<file path="config.mk">
export PLATFORM = sky130hd
export DESIGN_NAME = wdt_mode_gated
export DESIGN_NICKNAME = d
export VERILOG_FILES = /design/src/rtl/wdt_pkg.sv /design/src/rtl/wdt_mode_latch.sv /design/src/rtl/wdt_run_decode.sv /design/src/rtl/wdt_counter.sv /design/src/rtl/wdt_flag.sv /design/src/rtl/wdt_mode_gated.sv
export SDC_FILE = /design/constraint.sdc
export NUM_CORES = 1
export LEC_CHECK = 0
export ABC_AREA = 1
export CORE_AREA = 2 2 39 41
export DETAILED_ROUTE_END_ITERATION = 7
export DIE_AREA = 0 0 41 43
export DONT_BUFFER_PORTS = 1
export PLACE_DENSITY_LB_ADDON = 0.1
export SYNTH_ARGS = -nofsm -noshare
export SYNTH_HDL_FRONTEND = slang
export SYNTH_HIERARCHICAL = 1
export SYNTH_SLANG_ARGS = --single-unit
</file>
<file path="constraint.sdc">
create_clock -name clk_i -period 1.2 [get_ports clk_i]
set_input_delay 0.12 -clock clk_i [delete_from_list [all_inputs] [get_ports clk_i]]
set_output_delay 0.12 -clock clk_i [all_outputs]
set_load 0.01 [all_outputs]
</file>
<file path="src/rtl/wdt_pkg.sv">
package wdt_pkg;
  typedef enum logic [1:0] {
    WM_OFF   = 2'b00,
    WM_SW    = 2'b01,
    WM_AWAKE = 2'b10,
    WM_ON    = 2'b11
  } wdt_mode_e;
endpackage

</file>
<file path="src/rtl/wdt_mode_latch.sv">
// Samples the mode code once on the first edge after reset release.
module wdt_mode_latch
  import wdt_pkg::*;
(
  input  logic       clk_i,
  input  logic       rst_ni,
  input  logic [1:0] cfg_mode_i,
  output wdt_mode_e  mode_o,
  output logic       cap_o
);
  wdt_mode_e mode_q, mode_d;
  logic      cap_q, cap_d;
  logic      cap_en;

  assign cap_en = ~cap_q;

  always_comb begin
    mode_d = mode_q;
    cap_d  = cap_q;
    if (cap_en) begin
      mode_d = wdt_mode_e'(cfg_mode_i);
      cap_d  = 1'b1;
    end
  end

  always_ff @(posedge clk_i or negedge rst_ni) begin
    if (!rst_ni) begin
      mode_q <= WM_OFF;
      cap_q  <= 1'b0;
    end else if (cap_en) begin
      mode_q <= mode_d;
      cap_q  <= cap_d;
    end
  end

  assign mode_o = mode_q;
  assign cap_o  = cap_q;
endmodule

</file>
<file path="src/rtl/wdt_run_decode.sv">
// Turns the frozen mode code and the live gates into a run qualifier.
module wdt_run_decode
  import wdt_pkg::*;
(
  input  wdt_mode_e mode_i,
  input  logic      sleep_i,
  input  logic      sw_en_i,
  output logic      run_o
);
  always_comb begin
    unique case (mode_i)
      WM_OFF:   run_o = 1'b0;
      WM_SW:    run_o = sw_en_i;
      WM_AWAKE: run_o = ~sleep_i;
      WM_ON:    run_o = 1'b1;
      default:  run_o = 1'b0;
    endcase
  end
endmodule

</file>
<file path="src/rtl/wdt_counter.sv">
// Tick counter with clear priority, zero hold when stopped, registered request.
module wdt_counter #(
  parameter int CNT_W = 8
) (
  input  logic             clk_i,
  input  logic             rst_ni,
  input  logic             run_i,
  input  logic             tick_i,
  input  logic             clr_i,
  output logic             wrap_o,
  output logic             req_o,
  output logic [CNT_W-1:0] cnt_o
);
  localparam logic [CNT_W-1:0] CNT_MAX = {CNT_W{1'b1}};
  localparam logic [CNT_W-1:0] CNT_ONE = CNT_W'(1);

  logic [CNT_W-1:0] cnt_q, cnt_d;
  logic             wrap_d;
  logic             req_q;

  always_comb begin
    cnt_d  = cnt_q;
    wrap_d = 1'b0;
    if (!run_i || clr_i) begin
      cnt_d = '0;
    end else if (tick_i) begin
      cnt_d  = cnt_q + CNT_ONE;
      wrap_d = (cnt_q == CNT_MAX);
    end
  end

  always_ff @(posedge clk_i or negedge rst_ni) begin
    if (!rst_ni) begin
      cnt_q <= '0;
      req_q <= 1'b0;
    end else begin
      cnt_q <= cnt_d;
      req_q <= wrap_d;
    end
  end

  assign wrap_o = wrap_d;
  assign req_o  = req_q;
  assign cnt_o  = cnt_q;
endmodule

</file>
<file path="src/rtl/wdt_flag.sv">
// Sticky timeout flag in the power-on reset domain; set beats clear.
module wdt_flag (
  input  logic clk_i,
  input  logic por_ni,
  input  logic set_i,
  input  logic clr_i,
  output logic flag_o
);
  logic flag_q, flag_d, flag_en;

  assign flag_en = set_i | clr_i;

  always_comb begin
    flag_d = flag_q;
    if (set_i)      flag_d = 1'b1;
    else if (clr_i) flag_d = 1'b0;
  end

  always_ff @(posedge clk_i or negedge por_ni) begin
    if (!por_ni)      flag_q <= 1'b0;
    else if (flag_en) flag_q <= flag_d;
  end

  assign flag_o = flag_q;
endmodule

</file>
<file path="src/rtl/wdt_mode_gated.sv">
module wdt_mode_gated #(
  parameter int CNT_W = 8
) (
  input  logic       clk_i,
  input  logic       por_ni,
  input  logic       rst_ni,
  input  logic [1:0] cfg_mode_i,
  input  logic       tick_i,
  input  logic       clr_i,
  input  logic       sleep_i,
  input  logic       sw_en_i,
  input  logic       sts_clr_i,
  output logic       wdt_rst_o,
  output logic       timeout_o
);
  import wdt_pkg::*;

  wdt_mode_e        mode_q;
  logic             cap_q;
  logic             run;
  logic             wrap;
  logic [CNT_W-1:0] cnt_q;

  wdt_mode_latch u_latch (
    .clk_i      (clk_i),
    .rst_ni     (rst_ni),
    .cfg_mode_i (cfg_mode_i),
    .mode_o     (mode_q),
    .cap_o      (cap_q)
  );

  wdt_run_decode u_dec (
    .mode_i  (mode_q),
    .sleep_i (sleep_i),
    .sw_en_i (sw_en_i),
    .run_o   (run)
  );

  wdt_counter #(.CNT_W(CNT_W)) u_cnt (
    .clk_i  (clk_i),
    .rst_ni (rst_ni),
    .run_i  (run),
    .tick_i (tick_i),
    .clr_i  (clr_i),
    .wrap_o (wrap),
    .req_o  (wdt_rst_o),
    .cnt_o  (cnt_q)
  );

  wdt_flag u_flag (
    .clk_i  (clk_i),
    .por_ni (por_ni),
    .set_i  (wrap),
    .clr_i  (sts_clr_i),
    .flag_o (timeout_o)
  );
endmodule

</file>
; Word level (Yosys, flattened, before mapping)
; Cells that the tools add are included.
; W data, S select, Z words.
[word_totals]
register_bits = 13
inputBits = 10
out_inout_bits = 2
[op_classes]
n_addsub = 1
eq_ne = 4
muxes = 7
bitwise_logic = 2
n_reduce_logical = 6
[op_table]
columns = cell, n
row1 = $mux W8, 2
row2 = $add A8 B1 Y8 const B, 1
row3 = $eq A8 B8 Y1 const B, 1
row4 = $eq A2 B2 Y1 const B, 2
row5 = $mux W1, 4
row6 = $pmux W1 S4, 1
row7 = $reduce_bool A2 Y1, 2
row8 = $eq A2 B1 Y1 const B, 1
row9 = $logic_not A2 Y1, 1
row10 = $reduce_and A2 Y1, 1
row11 = $logic_not A1 Y1, 1
row12 = $logic_or A1 B1 Y1, 1
row13 = $not A1 Y1, 1
row14 = $or A1 B1 Y1, 1

; Logic depth before layout (Yosys ltp)
; Gate-level depths: netlist of run 1.
[depth]
ltp_word = 7
depth_mapped = 8

; Hierarchy
; The synthesis of run 1 kept the hierarchy.
[modules_own_cells]
columns = mod, instances, cells_per_inst, area_each_um2, seq_area_each_um2
row1 = wdt_counter, 1, 53, 439.2, 225.2
row2 = wdt_mode_latch, 1, 11, 105.1, 75.1
row3 = wdt_flag, 1, 5, 40.0, 25.0
row4 = wdt_run_decode, 1, 4, 16.3, 0.0

; Worst setup path after synthesis of run 1
; OpenSTA, ideal clock, no wires.
[synth_path]
kind = register to register
start = reg u_latch.mode_q[1] (netlist: u_latch/mode_o[1])
end = reg u_flag.flag_q (netlist: u_flag/flag_o)
arrival_ns = 1.044
required_ns = 1.135
path_slack_ns = 0.091
path_stages_with_launch = 8
n_path_buf = 0
cell_sequence = dfrtp_1 > o21ai_1 > nand2_1 > inv_1 > nor2_1 > and3_1 > inv_1 > nand2_1
[synth_via]
elab_chain_cells = 7
word_cells_on_any_way = 12
cone_classes = eq/ne: 3 / mux: 3 / bitwise: 1 / reduce/logical: 5
[synth_lines]
columns = item, line
row1 = "start, declared", wdt_mode_latch.sv:11  ; wdt_mode_e mode_q, mode_d;
row2 = "start signal, assigned", wdt_mode_latch.sv:31  ; mode_q <= mode_d;
row3 = $eq A2 B2 Y1 (tied with other cells), wdt_run_decode.sv:11  ; unique case (mode_i)
row4 = $pmux W1 S4 *, wdt_run_decode.sv:11
row5 = via run, wdt_mode_gated.sv:20  ; logic run;
row6 = $logic_not A1 Y1 *, wdt_counter.sv:24  ; if (!run_i || clr_i) begin
row7 = $logic_or A1 B1 Y1 *, wdt_counter.sv:24
row8 = $mux W1 *, wdt_counter.sv:24
row9 = via wrap, wdt_mode_gated.sv:21  ; logic wrap;
row10 = $reduce_bool A2 Y1 (no source line) / $or A1 B1 Y1 (equally long branches), n/a
row11 = $reduce_and A2 Y1 (no source line), n/a
row12 = "end signal, assigned", wdt_flag.sv:21  ; else if (flag_en) flag_q <= flag_d;
row13 = "end, declared", wdt_flag.sv:9  ; logic flag_q, flag_d, flag_en;
; The timed path passes the listed nets; every way through them passes the cells marked *.
; A chain may end at the register's enable or synchronous reset.

; Worst setup path in the final report of run 1
[layout_path]
start = reg u_cnt.cnt_q[0] (netlist: u_cnt/cnt_o[0])
end = reg u_flag.flag_q (netlist: u_flag/flag_o)
[layout_via]
elab_chain_cells = 5
word_cells_on_any_way = 7
cone_classes = eq/ne: 1 / mux: 3 / bitwise: 1 / reduce/logical: 2
[layout_lines]
columns = item, line
row1 = "start, declared", wdt_counter.sv:17  ; logic [CNT_W-1:0] cnt_q, cnt_d;
row2 = "start signal, assigned", wdt_counter.sv:37  ; cnt_q <= cnt_d;
row3 = $eq A8 B8 Y1 *, wdt_counter.sv:28  ; wrap_d = (cnt_q == CNT_MAX);
row4 = $mux W1 *, wdt_counter.sv:26  ; end else if (tick_i) begin
row5 = $mux W1 *, wdt_counter.sv:24
row6 = via wrap, wdt_mode_gated.sv:21
row7 = $reduce_bool A2 Y1 (no source line) / $or A1 B1 Y1 (equally long branches), n/a
row8 = $reduce_and A2 Y1 (no source line), n/a
; Marked as above.

==> reports/results.txt, run 1 <==
Slew Limit Fails - 0
Sequential area share after synthesis - 54.17%
DRT Wirelength - 1.159 mm
Initial antenna violation count - 0
Critical path capture point type - register
Internal power - 0.6256 mW
DIE AREA - 0.001763 mm2
Clock skew - 0.001413 ns
H-tree depth - 1
CTS tree - done
DR DRC count - 0
Endpoints failing setup - 1
Finished Cell Area - 793.3 um2
Cts bufs inserted - 3
Hold WC Path Type - in -> reg
Setup TNS - -0.02410 ns
Startpoint types - register
Fillers - 128
CTS Root Cell - clkbuf_4
Yosys warning count - 6
Slowest-stage cell, CP - dfrtp_1
Top-Level Pins - 12
Final net count - 101
VDD IR max - 0.0004024 V
Core area - 0.001384 mm2
Wl on met1 - 508 um
Drt pass-1 iters - 4
Clk sinks - 13
Total GRT Usage - 14.30%
Switching Share - 23.20%
Cell Area, Synth - 600.6 um2
Commonest non-fill, non-tap cell in the layout - nand2_1
FP Rows - 14
Combinational Power Share - 11.3%
Top Layer Used - met4
Max incr delay on CP - 0.41 ns
Number of port buffers - 0
Post-route minimum period - 1.224 ns
Footprint of the multi-input gates - 265.3 um2
Antenna Nets Post-Route - 0
HPWL Detailed - 724.5 um
Critical Path RT - 1.41 ns
Post-Layout Cell Count - 105
Share of cells above drive strength 1 - 16.85%
Sequential Area - 325.3 um2
PD cells - 1027 mW/mm2
Clock Power Share - 32.4%
Ant diodes - 0
CP Cell Sequence - ha_4 -> nand3_4 -> nor3_4 -> and3_1 -> inv_1 -> nand2_1
Most frequent cells in the layout - nand2_1 (19), inv_1 (13), dfrtp_1 (13)
Congestion Overflow GR - 0
Crit path DAT - 1.44 ns
Die H - 43 um
Run status - finished, violations left
Sw power - 0.1890 mW
Vias per cell - 4.724
Total number of vias - 496
Worst-Margin Slew - 0.5707 ns
Failing checks - setup timing
Top achievable clock speed - 816.9 MHz
Final period util - 102.0%
RSZ-0062 raised after global routing - yes
Worst-path fanout max - 3
Met3 wire len - 42 um
Flop pwr share - 56.3%
Leakage - 0.4056 nW
Net count after synthesis - 84
Post-route setup slack - -0.02410 ns
Met2 WL - 599 um
Die X - 41 um
Placer congestion estimate - 0.7228
Final hold vios - 0
FF+latch count, synth - 13
Vias in the first global route - 425
Clk Latency, worst-skew pair - 0.27 ns
Clk buf depth - 2
Placed insts - 92
Hold_ws - 0.04458 ns
Slew margin rel. - 61.83%
WL/cell - 11.04 um
Initial Util - 43.40%
Max-cap viol count - 0
Dpl cell area - 643.1 um2
Worst setup path class - reg -> reg
Syn Area/Cell - 8.227 um2
Post-Synthesis Cells - 73
Area grow syn2layout - 32.08%
Number of distinct library cells after synthesis - 17
Clock transition at path regs - 0.08 ns
First-pass GRT wire length - 1.656 mm
Iter 0 DRT Violations - 3
Largest net degree at the start of global routing - 13
[state kept, by name, summed over array words and instances, names as in the netlist]
signal / count
u_cnt/req_o: 1
u_cnt/cnt_o: 8
u_flag/flag_o: 1
u_latch/cap_o: 1
u_latch/mode_o: 2
[power by group through the flow]
stage / Sequential (mW) / Combinational [mW] / Clock (mW)
final: 0.459 / 0.0921 / 0.264
after global routing: 0.460 / 0.107 / 0.300
after CTS: 0.456 / 0.0759 / 0.282
after detailed placement: 0.465 / 0.0511 / 0
after global placement: 0.465 / 0.0502 / 0
after floorplan: 0.465 / 0.0327 / 0
[critical path, delay by kind of cell, from the launching register on]
kind	cells	cell delay [ns]
buffers and inverters	1	0.04
flip-flops	1	0.41
adder cells (fa/ha/maj)	1	0.17
AND/OR/NAND/NOR	4	0.55
[per-layer routing]
metal | up-vias | global-route usage, %
met3 | 2 | 3.141
met1 | 227 | 16.67
met2 | 10 | 21.88
li1 | 257 | -
met4 | 0 | 10.00
met5 | - | 0
[kinds of logic after synthesis]
kind of cell             Yosys count  synth area share [%]
AND/OR/NAND/NOR                   35                 26.67
flip-flops                        13                 54.17
AO/OA/AOI/OAI                     10                 8.332
buffers and inverters             13                 8.126
adder cells (fa/ha/maj)            1                 2.083
other                              1                0.6244
[worst paths after layout]
check	start	slack (ns)	endpoint	cells after the start
max reg2reg	u_cnt/cnt_o[0]	-0.02	u_flag/flag_o	6
max in group asynchronous	rst_ni	0.55	u_cnt/cnt_o[3]	1
min in group asynchronous	por_ni	0.05	u_flag/flag_o	1
min reg2reg	u_cnt/cnt_o[3]	0.49	u_cnt/cnt_o[3]	1
max	u_cnt/cnt_o[0]	-0.02	u_flag/flag_o	6
min	tick_i	0.04	u_cnt/cnt_o[0]	3
[what timing repair did]
item,4_1_cts,5_1_grt
buffers inserted,0,2
endpoints found under the hold margin,18,1
setup endpoints to repair,0,9
hold buffers,6,1
resized for setup,0,8
[cells in the mapped netlist (all sizes together)]
| cell | count | area [um2] |
|---|---|---|
| nand4 | 2 | 12.51 |
| nor3 | 2 | 15.01 |
| nand2 | 20 | 77.58 |
| dfrtp | 13 | 325.3 |
| o21ai | 5 | 25.02 |
| nor2 | 9 | 43.80 |
| inv | 13 | 48.80 |
| and3 | 1 | 6.260 |
| ha | 1 | 12.51 |
| nand3 | 1 | 5.000 |
| a21oi | 5 | 25.02 |
| conb | 1 | 3.750 |
[final cells by class]
| cell class | instances | area share [%] |
|---|---|---|
| multi-input combinational | 47 | 33.44 |
| timing repair buffer | 12 | 13.56 |
| sequential | 13 | 41.01 |
| tap | 16 | 2.524 |
| inverter | 13 | 6.151 |
| clock buffer | 4 | 3.312 |
[through the flow]
step | power [mW] | utilization (%) | setup WS, ns
global placement | 0.5155 | 46.47 | 0.02337
floorplan | 0.4973 | - | 0.09096
detailed placement | 0.5163 | 46.47 | 0.02461
CTS | 0.8143 | 52.71 | 0.004202
global route | 0.8678 | 57.32 | -0.09179
finish | 0.8145 | 57.32 | -0.02410
(Power assumes the default switching activity.)
==> inputs of run 2 (changes only) <==
SYNTH_HIERARCHICAL = not set   (was 1)
==> run 2 against run 1 <==
- the flow now finishes without violations
- non-clock buffer count fell by 5
- fmax rose by 10%
- total power barely moved
- sequential power barely moved
- area after synthesis rose by 6.9%
- utilization fell by 2.4 points
- setup slack improved by 0.11 ns
- cell area fell by 4.3%
- synthesized cell count rose by 6.8%
- sequential share of layout area rose by 1.8 points
- via count rose by 0.20%
- critical path type unchanged
- highest routed layer unchanged
==> reports/results.txt, run 2 <==
Run status - finished clean
Clk sinks - 13 (unchanged)
R2R Path End - u_cnt.cnt_o[6]
Most frequent cells in the layout - nand2_1 (16), nor2_1 (16), dfrtp_1 (13)
Die X - 41 um (unchanged)
Net count after synthesis - 89 (+6.0%)
Crit path DAT - 1.33 ns (-0.11 ns)
Die H - 43 um (unchanged)
Startpoint types - register
Finished Cell Area - 759.5 um2 (-4.3%)
Antenna Nets Post-Route - 0 (unchanged)
Post-Layout Cell Count - 105 (unchanged)
Iter 0 DRT Violations - 13 (+10)
Final Util - 54.88% (-2.4 points)
Placer congestion estimate - 0.6692 (-7.4%)
Max reg flops - 8 (unchanged)
Worst path bufs/invs - 1 (unchanged)
Top delay family on crit path - simple AND/OR/NAND/NOR gates
Worst setup path class - reg -> reg
Worst min-delay path startpoint - tick_i
Reg2reg path depth - 7 (+1)
Clk buf depth - 2 (unchanged)
Hold_ws - 0.01400 ns (-0.03059 ns)
Synth area leaders - dfrtp_1 (51%), nand2_1 (9.4%), nor2_1 (9.4%)
Leakage - 0.3563 nW (-12%)
Setup TNS - 0 ns (+0.02410 ns)
FF+latch count, synth - 13 (unchanged)
Top-area cell type share of the netlist area - 50.68% (-3.5 points)
DIE AREA - 0.001763 mm2 (unchanged)
Number of flops mapped to enable cells by yosys - 0 (unchanged)
Commonest register cell after synthesis - dfrtp_1
Clock skew - 0.006893 ns (+0.005480 ns)
Ant diodes - 0 (unchanged)
HPWL Detailed - 792.8 um (+9.4%)
CP Cell Sequence - ha_1 -> nand3_1 -> nor2_2 -> nand2_1 -> nand2_1 -> inv_1 -> nor2_1
Post-route minimum period - 1.111 ns (-0.1133 ns)
Number of port buffers - 0 (unchanged)
Cell depth of the worst setup path - 7 (+1)
Hold Crit Endpoint - u_cnt.cnt_o[1]
Post-route setup slack - 0.08920 ns (+0.1133 ns)
Sequential area share after synthesis - 50.68% (-3.5 points)
RSZ-0062 raised after global routing - no
Initial antenna violation count - 0 (unchanged)
Worst-Margin Slew - 0.5333 ns (-0.03742 ns)
Area grow syn2layout - 18.32%
Share of cells above drive strength 1 - 13.48% (-3.4 points)
PD cells - 1073 mW/mm2 (+4.5%)
Drt pass-1 iters - 4 (unchanged)
Slew margin rel. - 64.33% (+2.5 points)
Top cell type by total area after synthesis - dfrtp_1
CTS Root Cell - clkbuf_4
First-pass GRT wire length - 1.842 mm (+11%)
Dpl cell area - 661.9 um2 (+2.9%)
Hold Path Cell Cnt - 2 (-1)
FP Rows - 14 (unchanged)
Critical Path Start - u_cnt.cnt_o[0]
CP most frequent cell - nand2_1
Placed insts - 94 (+2.2%)
Worst-path fanout max - 3 (unchanged)
Hold WC Path Type - in -> reg
Endpoints failing setup - 0 (-1)
H-tree depth - 1 (unchanged)
FF-to-FF setup slack - 0.09 ns (+0.11 ns)
WL/cell - 10.29 um (-6.8%)
Max-cap viol count - 0 (unchanged)
Largest net degree at the start of global routing - 13 (unchanged)
VDD IR max - 0.0005757 V (+43%)
Congestion Overflow GR - 0 (unchanged)
Dpl ws - 0.02765 ns (+0.003039 ns)
Clk Latency, worst-skew pair - 0.28 ns (about the same)
CTS tree - done
Cell Area, Synth - 641.9 um2 (+6.9%)
Yosys warning count - 0 (-6)
Slowest-stage cell, CP - dfrtp_1
Top-Level Pins - 12 (unchanged)
Final net count - 101 (unchanged)
Final period util - 92.57% (-9.4 points)
Critical path capture point type - register
Clock transition at path regs - 0.08 ns (about the same)
DRT Wirelength - 1.080 mm (-6.8%)
Total number of vias - 497 (+0.20%)
Critical Path RT - 1.42 ns (about the same)
Total chip power - 0.8151 mW (about the same)
Vias per cell - 4.733 (+0.20%)
Cts bufs inserted - 3 (unchanged)
Top achievable clock speed - 900.3 MHz (+10%)
Total GRT Usage - 15.53% (+1.2 points)
Syn Area/Cell - 8.229 um2 (about the same)
Asr flop ratio synth - 100.0% (unchanged)
Vias in the first global route - 452 (+6.4%)
DR DRC count - 0 (unchanged)
Reg-to-Reg Start - u_cnt.cnt_o[0]
Initial Util - 46.38% (+3.0 points)
Top cells by count, synth - nand2_1 (16), nor2_1 (16), dfrtp_1 (13), inv_1 (10), nor3_1 (4)
Post-Synthesis Cells - 78 (+6.8%)
Final hold vios - 0 (unchanged)
Slew Limit Fails - 0 (unchanged)
Max incr delay on CP - 0.38 ns (-0.03 ns)
Number of distinct library cells after synthesis - 20 (+3)
Core area - 0.001384 mm2 (unchanged)
-- run 2: cell types whose count changed in the layout (fill, tap and decap cells not counted), sizes merged, moves of 2 or more --
cell   before  now
nor3        2    4
nor2        9   19
a21oi       5    3
nand2      20   17
buf         5    1
o21ai       5    1
-- run 2: cell type report --
| cell class | count | area [um2] |
|---|---|---|
| Fill cell | 136 | 624.3 |
| Inverter | 12 | 45.04 |
| Multi-Input combinational cell | 53 | 275.3 |
| Timing Repair Buffer | 7 | 67.56 |
| Tap cell | 16 | 20.02 |
| Clock buffer | 4 | 26.28 |
| Sequential cell | 13 | 325.3 |
-- run 2: timing repair --
action,in CTS,in global routing
endpoints found under the setup margin,0,8
gates resized for setup,0,1
endpoints found under the hold margin,17,0
buffers inserted,0,1
hold buffers,6,0
-- run 2: logic make-up after synthesis --
group / after synthesis / share of synthesized area, %
adder cells (fa/ha/maj): 1 / 1.949
AND/OR/NAND/NOR: 44 / 32.36
AO/OA/AOI/OAI: 5 / 4.093
other: 1 / 0.5842
flip-flops: 13 / 50.68
multiplexers: 2 / 3.314
buffers and inverters: 12 / 7.019
-- run 2: worst max path at each step --
stage,endpoint,slack [ns]
after floorplan,u_cnt.cnt_o[4],0.18
after global placement,u_flag.flag_o,0.05
after detailed placement,u_flag.flag_o,0.03
after CTS,u_flag.flag_o,0.02
after global routing,u_cnt.cnt_o[6],0.007
final,u_cnt.cnt_o[6],0.09
-- run 2: metal layers --
layer | wire length, um | vias to the layer above | GRT usage, %
met5 | 0 | - | 0
met4 | 19 | 0 | 8.000
met3 | 26 | 2 | 4.712
met2 | 530 | 8 | 22.19
met1 | 505 | 224 | 20.41
li1 | - | 263 | -
-- run 2: power by group --
group          internal (mW)  total, mW  leakage (nW)  switching, mW
sequential             0.449      0.458         0.174        0.00916
clock                  0.129      0.277        0.0150          0.148
combinational         0.0367     0.0799         0.168         0.0432
